<file path="config.mk">
export PLATFORM = sky130hd
export DESIGN_NAME = twi_step_master
export DESIGN_NICKNAME = d
export VERILOG_FILES = /design/src/rtl/twi_pkg.sv /design/src/rtl/twi_rate_gen.sv /design/src/rtl/twi_byte_ctrl.sv /design/src/rtl/twi_step_master.sv
export SDC_FILE = /design/constraint.sdc
export NUM_CORES = 1
export LEC_CHECK = 0
export ABC_AREA = 1
export ABC_CLOCK_PERIOD_IN_PS = 2200
export BUFFER_PORTS_ARGS = -buffer_cell sky130_fd_sc_hd__buf_2
export CELL_PAD_IN_SITES_DETAIL_PLACEMENT = 1
export CELL_PAD_IN_SITES_GLOBAL_PLACEMENT = 1
export CORE_MARGIN = 10
export CORE_UTILIZATION = 43
export DETAILED_ROUTE_END_ITERATION = 8
export MAX_ROUTING_LAYER = met4
export PLACE_DENSITY = 0.76
export SYNTH_ARGS = -nofsm -noshare
export SYNTH_HDL_FRONTEND = slang
export SYNTH_SLANG_ARGS = --single-unit
</file>
<file path="constraint.sdc">
create_clock -name clk -period 2.2 [get_ports clk]
set_input_delay 0.55 -clock clk [delete_from_list [all_inputs] [get_ports clk]]
set_output_delay 0.55 -clock clk [all_outputs]
set_load 0.02 [all_outputs]
</file>
<file path="src/rtl/twi_pkg.sv">
package twi_pkg;

  typedef enum logic [1:0] {
    OP_START = 2'd0,
    OP_SEND  = 2'd1,
    OP_RECV  = 2'd2,
    OP_STOP  = 2'd3
  } twi_op_e;

  typedef enum logic [1:0] {
    ST_IDLE  = 2'd0,
    ST_START = 2'd1,
    ST_XFER  = 2'd2,
    ST_STOP  = 2'd3
  } twi_st_e;

  // outcome codes, shown in status[7:3]
  localparam logic [4:0] C_START   = 5'h01;
  localparam logic [4:0] C_RSTART  = 5'h02;
  localparam logic [4:0] C_AW_ACK  = 5'h03;
  localparam logic [4:0] C_AW_NACK = 5'h04;
  localparam logic [4:0] C_TX_ACK  = 5'h05;
  localparam logic [4:0] C_TX_NACK = 5'h06;
  localparam logic [4:0] C_ARB     = 5'h07;
  localparam logic [4:0] C_AR_ACK  = 5'h08;
  localparam logic [4:0] C_AR_NACK = 5'h09;
  localparam logic [4:0] C_RX_ACK  = 5'h0A;
  localparam logic [4:0] C_RX_NACK = 5'h0B;
  localparam logic [4:0] C_IDLE    = 5'h1F;

endpackage

</file>
<file path="src/rtl/twi_rate_gen.sv">
module twi_rate_gen #(
  parameter int DIV_W = 8
) (
  input  logic             clk,
  input  logic             rst_n,
  input  logic             run,
  input  logic [1:0]       pre_sel,
  input  logic [DIV_W-1:0] rate_div,
  output logic             tick
);

  localparam int PRE_W = 6;

  logic [PRE_W-1:0] pre_q, pre_d, pre_lim;
  logic [DIV_W-1:0] div_q, div_d;
  logic             pre_hit, div_hit;

  always_comb begin
    unique case (pre_sel)
      2'd0:    pre_lim = PRE_W'(0);
      2'd1:    pre_lim = PRE_W'(3);
      2'd2:    pre_lim = PRE_W'(15);
      default: pre_lim = PRE_W'(63);
    endcase
  end

  assign pre_hit = (pre_q >= pre_lim);
  assign div_hit = (div_q >= rate_div);
  assign tick    = run && pre_hit && div_hit;

  always_comb begin
    pre_d = pre_q;
    div_d = div_q;
    if (!run) begin
      pre_d = '0;
      div_d = '0;
    end else if (pre_hit) begin
      pre_d = '0;
      div_d = div_hit ? '0 : div_q + DIV_W'(1);
    end else begin
      pre_d = pre_q + PRE_W'(1);
    end
  end

  always_ff @(posedge clk or negedge rst_n) begin
    if (!rst_n) begin
      pre_q <= '0;
      div_q <= '0;
    end else begin
      pre_q <= pre_d;
      div_q <= div_d;
    end
  end

  AST_DIV_RESTART: assert property (@(posedge clk) disable iff (!rst_n)
    !run |=> (pre_q == '0 && div_q == '0));

endmodule

</file>
<file path="src/rtl/twi_byte_ctrl.sv">
module twi_byte_ctrl
  import twi_pkg::*;
#(
  parameter int DW = 8
) (
  input  logic          clk,
  input  logic          rst_n,
  input  logic          cmd_valid,
  input  logic [1:0]    cmd_op,
  input  logic          cmd_ack,
  input  logic [DW-1:0] tx_byte,
  input  logic          tick,
  input  logic          scl_in,
  input  logic          sda_in,
  output logic          scl_lo,
  output logic          sda_lo,
  output logic          busy,
  output logic          done,
  output logic [4:0]    code,
  output logic          rx_valid,
  output logic [DW-1:0] rx_byte
);

  localparam int             BCW  = $clog2(DW + 1);
  localparam logic [BCW-1:0] LAST = BCW'(DW);

  twi_st_e       state_q, state_d;
  logic [1:0]    qtr_q, qtr_d;
  logic [BCW-1:0] bit_q, bit_d;
  logic [DW-1:0] sh_q, sh_d;
  logic          ackdrv_q, ackdrv_d;
  logic          rxm_q, rxm_d;
  logic          rw_q, rw_d;
  logic          addr_q, addr_d;
  logic          own_q, own_d;
  logic          done_q, done_d;
  logic [4:0]    code_q, code_d;
  logic          scl_q, scl_d;
  logic          sda_q, sda_d;
  logic          ackin_q, ackin_d;
  logic          rxv_q, rxv_d;

  logic          accept, advance, ack_phase, tx_role, wire_bit;
  logic [4:0]    xfer_code;

  assign accept    = cmd_valid && (state_q == ST_IDLE);
  assign advance   = tick && (state_q != ST_IDLE) && !(qtr_q == 2'd2 && !scl_in);
  assign ack_phase = (bit_q == LAST);
  assign tx_role   = rxm_q ? ack_phase : !ack_phase;
  // level wanted on SDA for the current bit (1 = released)
  assign wire_bit  = ack_phase ? (rxm_q ? !ackdrv_q : 1'b1)
                               : (rxm_q ? 1'b1 : sh_q[DW-1]);

  always_comb begin
    if (rxm_q)       xfer_code = ackdrv_q ? C_RX_ACK : C_RX_NACK;
    else if (addr_q) xfer_code = rw_q ? (ackin_q ? C_AR_ACK : C_AR_NACK)
                                      : (ackin_q ? C_AW_ACK : C_AW_NACK);
    else             xfer_code = ackin_q ? C_TX_ACK : C_TX_NACK;
  end

  always_comb begin
    state_d  = state_q;
    qtr_d    = qtr_q;
    bit_d    = bit_q;
    sh_d     = sh_q;
    ackdrv_d = ackdrv_q;
    rxm_d    = rxm_q;
    rw_d     = rw_q;
    addr_d   = addr_q;
    own_d    = own_q;
    done_d   = done_q;
    code_d   = code_q;
    scl_d    = scl_q;
    sda_d    = sda_q;
    ackin_d  = ackin_q;
    rxv_d    = 1'b0;
    if (accept) begin
      done_d = 1'b0;
      qtr_d  = 2'd0;
      bit_d  = '0;
      unique case (twi_op_e'(cmd_op))
        OP_START: state_d = ST_START;
        OP_SEND: begin
          state_d = ST_XFER;
          rxm_d   = 1'b0;
          sh_d    = tx_byte;
          rw_d    = tx_byte[0];
        end
        OP_RECV: begin
          state_d  = ST_XFER;
          rxm_d    = 1'b1;
          ackdrv_d = cmd_ack;
        end
        default: state_d = ST_STOP;
      endcase
    end else if (advance) begin
      qtr_d = qtr_q + 2'd1;
      unique case (state_q)
        ST_START: begin
          unique case (qtr_q)
            2'd0: sda_d = 1'b0;
            2'd1: scl_d = 1'b0;
            2'd2: sda_d = 1'b1;
            default: begin
              scl_d   = 1'b1;
              state_d = ST_IDLE;
              done_d  = 1'b1;
              code_d  = own_q ? C_RSTART : C_START;
              own_d   = 1'b1;
              addr_d  = 1'b1;
            end
          endcase
        end
        ST_STOP: begin
          unique case (qtr_q)
            2'd0: sda_d = 1'b1;
            2'd1: scl_d = 1'b0;
            2'd2: sda_d = 1'b0;
            default: begin
              state_d = ST_IDLE;
              done_d  = 1'b1;
              code_d  = C_IDLE;
              own_d   = 1'b0;
              addr_d  = 1'b0;
            end
          endcase
        end
        ST_XFER: begin
          unique case (qtr_q)
            2'd0: sda_d = !wire_bit;
            2'd1: scl_d = 1'b0;
            2'd2: begin
              if (tx_role && !sda_q && !sda_in) begin
                scl_d   = 1'b0;
                sda_d   = 1'b0;
                state_d = ST_IDLE;
                qtr_d   = 2'd0;
                done_d  = 1'b1;
                code_d  = C_ARB;
                own_d   = 1'b0;
                addr_d  = 1'b0;
              end else if (!ack_phase) begin
                sh_d = {sh_q[DW-2:0], sda_in};
              end else begin
                ackin_d = !sda_in;
              end
            end
            default: begin
              scl_d = 1'b1;
              if (ack_phase) begin
                state_d = ST_IDLE;
                done_d  = 1'b1;
                code_d  = xfer_code;
                rxv_d   = rxm_q;
                addr_d  = 1'b0;
              end else begin
                bit_d = bit_q + BCW'(1);
              end
            end
          endcase
        end
        default: ;
      endcase
    end
  end

  always_ff @(posedge clk or negedge rst_n) begin
    if (!rst_n) begin
      state_q  <= ST_IDLE;
      qtr_q    <= 2'd0;
      bit_q    <= '0;
      sh_q     <= '0;
      ackdrv_q <= 1'b0;
      rxm_q    <= 1'b0;
      rw_q     <= 1'b0;
      addr_q   <= 1'b0;
      own_q    <= 1'b0;
      done_q   <= 1'b0;
      code_q   <= C_IDLE;
      scl_q    <= 1'b0;
      sda_q    <= 1'b0;
      ackin_q  <= 1'b0;
      rxv_q    <= 1'b0;
    end else begin
      state_q  <= state_d;
      qtr_q    <= qtr_d;
      bit_q    <= bit_d;
      sh_q     <= sh_d;
      ackdrv_q <= ackdrv_d;
      rxm_q    <= rxm_d;
      rw_q     <= rw_d;
      addr_q   <= addr_d;
      own_q    <= own_d;
      done_q   <= done_d;
      code_q   <= code_d;
      scl_q    <= scl_d;
      sda_q    <= sda_d;
      ackin_q  <= ackin_d;
      rxv_q    <= rxv_d;
    end
  end

  assign scl_lo   = scl_q;
  assign sda_lo   = sda_q;
  assign busy     = (state_q != ST_IDLE);
  assign done     = done_q;
  assign code     = code_q;
  assign rx_valid = rxv_q;
  assign rx_byte  = sh_q;

  AST_SDA_ONLY_SCL_LOW: assert property (@(posedge clk) disable iff (!rst_n)
    (state_q == ST_XFER && $past(state_q == ST_XFER) && !scl_q && $past(!scl_q))
      |-> $stable(sda_q));
  AST_SCL_HELD_DONE: assert property (@(posedge clk) disable iff (!rst_n)
    (done_q && own_q) |-> scl_q);
  AST_DONE_STICKY: assert property (@(posedge clk) disable iff (!rst_n)
    (done_q && !cmd_valid) |=> done_q);
  AST_ARB_RELEASE: assert property (@(posedge clk) disable iff (!rst_n)
    (done_q && code_q == C_ARB) |-> (!scl_q && !sda_q));

endmodule

</file>
<file path="src/rtl/twi_step_master.sv">
module twi_step_master
  import twi_pkg::*;
#(
  parameter int DW    = 8,
  parameter int DIV_W = 8
) (
  input  logic             clk,
  input  logic             rst_n,
  input  logic             cmd_valid,
  input  logic [1:0]       cmd_op,
  input  logic             cmd_ack,
  input  logic             dat_wr,
  input  logic [DW-1:0]    dat_in,
  input  logic [1:0]       pre_sel,
  input  logic [DIV_W-1:0] rate_div,
  input  logic             scl_in,
  input  logic             sda_in,
  output logic             scl_oe,
  output logic             sda_oe,
  output logic             done,
  output logic             wr_coll,
  output logic [7:0]       status,
  output logic [DW-1:0]    data_out
);

  logic [1:0]    rst_sync_q;
  logic          rst_s_n;
  logic          tick, busy, rx_valid;
  logic [4:0]    code;
  logic [DW-1:0] rx_byte;
  logic [DW-1:0] data_q, data_d;
  logic          coll_q, coll_d;

  // asynchronous assert, synchronous release
  always_ff @(posedge clk or negedge rst_n) begin
    if (!rst_n) rst_sync_q <= 2'b00;
    else        rst_sync_q <= {rst_sync_q[0], 1'b1};
  end
  assign rst_s_n = rst_sync_q[1];

  twi_rate_gen #(.DIV_W(DIV_W)) u_rate (
    .clk      (clk),
    .rst_n    (rst_s_n),
    .run      (busy),
    .pre_sel  (pre_sel),
    .rate_div (rate_div),
    .tick     (tick)
  );

  twi_byte_ctrl #(.DW(DW)) u_ctrl (
    .clk       (clk),
    .rst_n     (rst_s_n),
    .cmd_valid (cmd_valid),
    .cmd_op    (cmd_op),
    .cmd_ack   (cmd_ack),
    .tx_byte   (data_q),
    .tick      (tick),
    .scl_in    (scl_in),
    .sda_in    (sda_in),
    .scl_lo    (scl_oe),
    .sda_lo    (sda_oe),
    .busy      (busy),
    .done      (done),
    .code      (code),
    .rx_valid  (rx_valid),
    .rx_byte   (rx_byte)
  );

  always_comb begin
    data_d = data_q;
    coll_d = coll_q;
    if (rx_valid) begin
      data_d = rx_byte;
    end else if (dat_wr && done) begin
      data_d = dat_in;
      coll_d = 1'b0;
    end else if (dat_wr) begin
      coll_d = 1'b1;
    end
  end

  always_ff @(posedge clk or negedge rst_s_n) begin
    if (!rst_s_n) begin
      data_q <= '0;
      coll_q <= 1'b0;
    end else begin
      data_q <= data_d;
      coll_q <= coll_d;
    end
  end

  assign wr_coll  = coll_q;
  assign data_out = data_q;
  assign status   = {code, 1'b0, pre_sel};

  AST_WCOL_SET: assert property (@(posedge clk) disable iff (!rst_s_n)
    (dat_wr && !done) |=> wr_coll);
  AST_DATA_KEEP: assert property (@(posedge clk) disable iff (!rst_s_n)
    (dat_wr && !done) |=> $stable(data_out));

endmodule

</file>
==> results.sh, run 1 <==
export IMPL_peakVddDrop_uv=369
export IMPL_clock_power_share_pct=17.4
export IMPL_rr_startpoint="u_ctrl.bit_q[0]$_DFFE_PN0P_"
export IMPL_ys_warnings_count=0
export IMPL_grt_max_degree=30
export IMPL_p_sw_share_pct=42.7
export IMPL_ys_seq_area_share_pct=40.9
export IMPL_comb_power_share_pct=45.0
export IMPL_r2r_slack_ns=0.12
export IMPL_grt_pass1_vias=3335
export IMPL_core_area_mm2=0.00777
export IMPL_layout_drive_gt1_share_pct=25.1
export IMPL_crit_chain="inv_2 -> ha_1 -> nand2_2 -> inv_2 -> ha_4 -> nor3_4 -> nor2_2 -> nand2_2 -> o21ai_2 -> nor3_4 -> buf_6 -> nand2_2 -> nand2_1 -> o21ai_1"
export IMPL_max_freq_ghz=0.481
export IMPL_max_slew_margin_pct=58.4
export IMPL_r2r_end="u_ctrl.state_q[0]$_DFFE_PN0P_"
export IMPL_die_area_mm2=0.0120
export IMPL_fin_crit_sh_pct=94.6
export IMPL_cp_slowest_cell="dfrtp_1"
export IMPL_gp_congestion=0.885
export IMPL_drtAntennaViolNets=0
export IMPL_cts_clk_slew_worst_paths_ns=0.11
export IMPL_cp_max_fo=3
export IMPL_grt_pass1_wl_um=15500
export IMPL_cpMostUsedCell="nand2_2"
export IMPL_cts_root_buf="clkbuf_8"
export IMPL_cp_slowest_stage_delay_ns=0.37
export IMPL_setup_viol=0
export IMPL_grt_ovfl_total=0
export IMPL_crit_type="flop to flop"
export IMPL_vias=3015
export IMPL_hold_viol=0
export IMPL_dr_pass1_iters=4
export IMPL_synth_edf_count=0
export IMPL_ys_types=39
export IMPL_place_area_mm2=0.00386
export IMPL_grt_usage_pct=16.5
export IMPL_syn_area_mm2=0.00344
export IMPL_dp_hpwl_um=7140
export IMPL_drc_errors=0
export IMPL_num_rows=32
export IMPL_required_ns=2.42
export IMPL_status="finished clean"
export IMPL_p_per_area_mw_per_mm2=979
export IMPL_die_h_um=109
export IMPL_p_seq_share_pct=37.6
export IMPL_power_switching_mw=1.70
export IMPL_clock_path_buffers=2
export IMPL_stdcell_area_mm2=0.00406
export IMPL_fin_ws_ns=0.120
export IMPL_fp_dieW_um=109
export IMPL_n_antenna_cell=0
export IMPL_synth_seq_cells=56
export IMPL_clkSinkCount=56
export IMPL_cts_tree="done"
export IMPL_drv_cap=0
export IMPL_hold_path_class="flop to asynchronous set/reset pin"
export IMPL_ios=47
export IMPL_portBuffers=45
export IMPL_drt_total_wl_um=9170
export IMPL_via_per_inst=5.05
export IMPL_place_ws_ns=-0.199
export IMPL_cts_buffers=5
export IMPL_synthArstFlopShare_pct=100
export IMPL_p_leak_nw=2.16
export IMPL_internal_power_mw=2.28
export IMPL_period_needed_ns=2.08
export IMPL_skew_ns=0.0103
export IMPL_final_util_pct=52.3
export IMPL_drtIter0Drc=63
export IMPL_syn2layout_area_growth_pct=18.0
export IMPL_worst_pin_slew_ns=0.623
export IMPL_arrival_ns=2.30
export IMPL_slew_viol_final=0
export IMPL_clkLatencyLatePin_ns=0.32
export IMPL_hold_slack_ns=0.280
export IMPL_worstRegToRegCells=14
export IMPL_h_tree_depth=2
export IMPL_ys_flop_type="dfrtp_1"
export IMPL_synth_nets=484
export IMPL_avgSynthCellArea_um2=8.02
export IMPL_synthCells=429
export IMPL_wl_per_cell_um=15.4
export IMPL_cp_start_kind="flop"
export IMPL_finalNetCount=549
export IMPL_antenna_found_initial=0
export IMPL_start_util_pct=44.3
export IMPL_worstSetupEndpointType="flop"
-- through the flow --
stage          cells  setup TNS (ns)  power, mW
6_report         597               0       3.98
5_1_grt          597         -0.0272       4.35
4_1_cts          592               0       3.92
3_5_place_dp     583           -3.21       3.21
3_3_place_gp     583          -0.468       3.12
2_1_floorplan    429               0       2.67
-- worst max-delay path, delay by kind of cell (launching register included) --
| family | cells | cell delay, ns |
|---|---|---|
| and+or+nand+nor | 7 | 0.82 |
| adders and majority gates | 2 | 0.41 |
| DFF | 1 | 0.37 |
| buffers and inverters | 3 | 0.24 |
| AOI/OAI and AO/OA | 2 | 0.14 |
-- layer usage --
metal	vias to the layer above	wire length (um)	GRT usage (%)	share of wire, %
li1	1507	-	-	-
met1	1445	4170	19.8	45
met2	54	4650	27.9	51
met3	9	241	2.75	2.6
met4	0	109	4.74	1.2
met5	-	0	-	0
-- logic make-up after synthesis --
family / synth area share [%]
AND/OR/NAND/NOR: 28.1
buffers and inverters: 8.83
flip-flops: 40.9
AO/OA/AOI/OAI: 8.65
adder cells (fa/ha/maj): 10.2
XOR/XNOR: 2.54
other: 0.218
multiplexers: 0.618
-- power by group through the flow --
stage          logic [mW]  registers, mW  clock network [mW]
4_1_cts              1.71           1.50               0.712
3_3_place_gp         1.62           1.50                   0
5_1_grt              2.04           1.54               0.767
6_report             1.79           1.50               0.692
3_5_place_dp         1.70           1.52                   0
2_1_floorplan        1.14           1.52                   0
-- state kept, by name, indices dropped and copies added (netlist names), 4 cells and up --
signal,flops
u_ctrl.rx_byte,8
u_ctrl.code,5
u_rate.pre_q,6
u_rate.div_q,8
u_ctrl.bit_q,4
data_out,8
-- worst max path at each step --
stage / endpoint / from / slack [ns] / cells after the start
final: u_ctrl.state_q[0]$_DFFE_PN0P_ / u_ctrl.bit_q[0]$_DFFE_PN0P_ / 0.12 / 14
after global routing: u_ctrl.state_q[1]$_DFFE_PN0P_ / u_ctrl.bit_q[0]$_DFFE_PN0P_ / -0.02 / 14
after CTS: u_ctrl.code[3]$_DFFE_PN1P_ / u_ctrl.bit_q[0]$_DFFE_PN0P_ / 0.04 / 13
after detailed placement: u_ctrl.sda_lo$_DFFE_PN0P_ / pre_sel[1] / -0.20 / 17
after global placement: u_ctrl.sda_lo$_DFFE_PN0P_ / pre_sel[1] / -0.09 / 17
after floorplan: u_ctrl.addr_q$_DFFE_PN0P_ / u_ctrl.bit_q[0]$_DFFE_PN0P_ / 0.12 / 14
-- cells in the mapped netlist, types with 2 or more instances --
master	n	area (um^2)
nor2_1	37	139
nand4_1	10	62.6
xor2_1	8	70.1
nor2_2	3	18.8
buf_2	3	15.0
o21ai_1	9	45.0
ha_1	28	350
nand2_1	104	390
inv_2	6	22.5
dfstp_2	5	131
o22ai_1	8	50.1
o21ai_0	13	65.1
dfrtp_1	51	1280
a21oi_1	8	40.0
nand2_2	9	56.3
nor3_4	2	32.5
conb_1	2	7.51
xnor2_1	2	17.5
buf_4	4	30.0
nor3b_1	2	15.0
inv_1	54	203
clkbuf_1	2	7.51
nand3_1	15	75.1
a31oi_1	2	12.5
nor3_1	22	110
o21ai_2	7	61.3
-- cells in the final DEF, fill, tap and decap left out, types with 13 or more instances in the layout --
master,Yosys,final
nand3_1,15,15
ha_1,28,27
buf_4,4,20
nand2_1,104,102
nor2_1,37,34
nor3_1,22,22
inv_1,54,53
dfrtp_1,51,49
o21ai_0,13,13
buf_2,3,45
-- final cells by class --
type / count / area [um^2]
Fill cell: 1001 / 3710
Multi-Input combinational cell: 303 / 1770
Sequential cell: 56 / 1410
Timing Repair Buffer: 68 / 417
Inverter: 60 / 225
Tap cell: 102 / 128
Clock buffer: 6 / 72.6
Clock inverter: 2 / 35.0
-- timing repair --
action	CTS	global route
endpoints found under the setup margin	0	13
hold buffers	1	0
buffers inserted	0	4
endpoints found under the hold margin	2	0
resized for setup	0	11
Note: power is estimated with default switching activity, not from simulation.
==> inputs of run 2 (changes only) <==
--- a/config.mk
+++ b/config.mk
@@ -10,11 +10,13 @@
 export BUFFER_PORTS_ARGS = -buffer_cell sky130_fd_sc_hd__buf_2
 export CELL_PAD_IN_SITES_DETAIL_PLACEMENT = 1
 export CELL_PAD_IN_SITES_GLOBAL_PLACEMENT = 1
+export CORE_ASPECT_RATIO = 1.4
 export CORE_MARGIN = 10
 export CORE_UTILIZATION = 43
 export DETAILED_ROUTE_END_ITERATION = 8
 export MAX_ROUTING_LAYER = met4
 export PLACE_DENSITY = 0.76
+export REMOVE_ABC_BUFFERS = 1
 export SYNTH_ARGS = -nofsm -noshare
 export SYNTH_HDL_FRONTEND = slang
 export SYNTH_SLANG_ARGS = --single-unit
==> run 2 against run 1 <==
Net effect: clock skew about the same; routed wire length down 2.6%; maximum frequency down 2.8%; first-iteration DRC count down 1.6%; clock-buffer cell count unchanged; cell area up 1.0%; critical path depth down 1; sequential power about the same; utilization up 0.33 points; global-route usage down 1.1 points; register-to-register slack worse by 0.06 ns; combinational power about the same.
==> results.sh, run 2 (synthesized netlist as in run 1, its figures left out) <==
export IMPL_status="finished clean"
export IMPL_hold_viol=0
export IMPL_p_per_area_mw_per_mm2=969
export IMPL_grt_pass1_wl_um=14900
export IMPL_n_antenna_cell=0
export IMPL_period_needed_ns=2.14
export IMPL_cts_clk_slew_worst_paths_ns=0.10
export IMPL_hold_slack_ns=0.283
export IMPL_die_h_um=126
export IMPL_ios=47
export IMPL_dp_hpwl_um=6980
export IMPL_drv_cap=0
export IMPL_clock_power_share_pct=17.3
export IMPL_num_rows=38
export IMPL_fp_dieW_um=95.6
export IMPL_path_buf_inv=2
export IMPL_max_freq_ghz=0.467
export IMPL_p_leak_nw=2.17
export IMPL_h_tree_depth=2
export IMPL_hold_path_class="flop to asynchronous set/reset pin"
export IMPL_crit_type="flop to flop"
export IMPL_arrival_ns=2.34
export IMPL_drtAntennaViolNets=0
export IMPL_drt_total_wl_um=8930
export IMPL_peakVddDrop_uv=594
export IMPL_cp_slowest_stage_delay_ns=0.38
export IMPL_cts_tree="done"
export IMPL_start_util_pct=44.1
export IMPL_cp_start_kind="flop"
export IMPL_vias=3029
export IMPL_dr_pass1_iters=4
export IMPL_drtIter0Drc=62
export IMPL_cp_max_fo=3
export IMPL_critPathTopFamily="simple AND/OR/NAND/NOR gates"
export IMPL_drc_errors=0
export IMPL_antenna_found_initial=0
export IMPL_setup_viol=0
export IMPL_clock_path_buffers=2
export IMPL_core_area_mm2=0.00780
export IMPL_worst_pin_slew_ns=0.611
export IMPL_grt_usage_pct=15.4
export IMPL_internal_power_mw=2.28
export IMPL_final_cell_mix="nand2_1, inv_1, dfrtp_1"
export IMPL_worstSetupEndpointType="flop"
export IMPL_die_area_mm2=0.0120
export IMPL_grt_max_degree=30
export IMPL_grt_pass1_vias=3272
export IMPL_fin_ws_ns=0.0594
export IMPL_via_per_inst=5.08
export IMPL_comb_power_share_pct=44.6
export IMPL_clkSinkCount=56
export IMPL_slew_viol_final=0
export IMPL_clkLatencyLatePin_ns=0.32
export IMPL_fin_crit_sh_pct=97.3
export IMPL_layout_drive_gt1_share_pct=26.0
export IMPL_cts_root_buf="clkbuf_8"
export IMPL_p_seq_share_pct=38.0
export IMPL_cp_slowest_cell="dfrtp_1"
export IMPL_syn2layout_area_growth_pct=19.2
export IMPL_place_ws_ns=-0.181
export IMPL_required_ns=2.40
export IMPL_rsz0062_at_grt="true"
export IMPL_wl_per_cell_um=15.0
export IMPL_grt_ovfl_total=0
export IMPL_cts_buffers=5
export IMPL_final_common_cell="nand2_1"
export IMPL_skew_ns=0.00994
export IMPL_p_sw_share_pct=42.6
export IMPL_gp_congestion=0.837
export IMPL_portBuffers=45
export IMPL_power_switching_mw=1.69
export IMPL_finalNetCount=550
export IMPL_crit_chain="inv_2 -> ha_4 -> nand2_4 -> inv_4 -> ha_4 -> nor3_4 -> nor2_2 -> nand2_2 -> o21ai_4 -> nor3_4 -> nand2_2 -> nand2_1 -> o21ai_1"
export IMPL_max_slew_margin_pct=59.3
-- run 2: cell types whose count changed in the layout (fill, tap and decap cells not counted), sizes merged --
cell	change
buf	+1
-- run 2: area by class of cell --
| type | count | area, um^2 |
|---|---|---|
| clock buffers | 6 | 72.6 |
| clock inverters | 2 | 35.0 |
| fillers | 997 | 3690 |
| inverters | 60 | 228 |
| multi-input cells | 303 | 1810 |
| flip-flops and latches | 56 | 1410 |
| well taps | 100 | 125 |
| repair buffers | 69 | 420 |
-- run 2: layer usage --
layer | up-vias | track usage, % | share of wire [%]
met2 | 47 | 26.7 | 52
met5 | - | - | 0
met1 | 1460 | 16.9 | 42
li1 | 1508 | - | -
met3 | 14 | 2.79 | 3.2
met4 | 0 | 5.74 | 1.9
-- run 2: worst paths after layout --
kind	start	to	slack, ns	cells past startpoint
max	u_ctrl.bit_q[0]$_DFFE_PN0P_	u_ctrl.state_q[1]$_DFFE_PN0P_	0.06	13
min	rst_sync_q[1]$_DFF_PN0_	u_ctrl.sda_lo$_DFFE_PN0P_	0.28	0
max reg2reg	u_ctrl.bit_q[0]$_DFFE_PN0P_	u_ctrl.state_q[1]$_DFFE_PN0P_	0.06	13
min reg2reg	rst_sync_q[1]$_DFF_PN0_	u_ctrl.sda_lo$_DFFE_PN0P_	0.28	0
max in group asynchronous	rst_sync_q[1]$_DFF_PN0_	u_ctrl.bit_q[2]$_DFFE_PN0P_	1.34	1
min in group clk	rst_sync_q[0]$_DFF_PN0_	rst_sync_q[1]$_DFF_PN0_	0.36	0
-- run 2: stage by stage --
step	cell area, um^2	cells	setup TNS (ns)	util [%]	power, mW
after floorplan	3360	418	0	-	2.61
after global placement	3850	580	-0.158	49.4	3.12
after detailed placement	3850	580	-1.79	49.4	3.21
after CTS	3980	589	0	51.0	3.91
after global routing	4100	596	-0.276	52.6	4.32
final	4100	596	0	52.6	3.98
-- run 2: power groups by stage --
stage | Sequential (mW) | Combinational, mW | Clock [mW]
global placement | 1.52 | 1.60 | 0
CTS | 1.51 | 1.69 | 0.714
global route | 1.56 | 2.01 | 0.748
detailed placement | 1.53 | 1.68 | 0
finish | 1.51 | 1.78 | 0.689
floorplan | 1.56 | 1.06 | 0
-- run 2: repair_timing --
item                                   CTS  global route
gates cloned                             0             1
hold buffers                             1             0
endpoints found under the hold margin    2             0
pin swaps                                0             8
resized for setup                        1            19
buffers inserted                         0             6
setup endpoints to repair                1            11
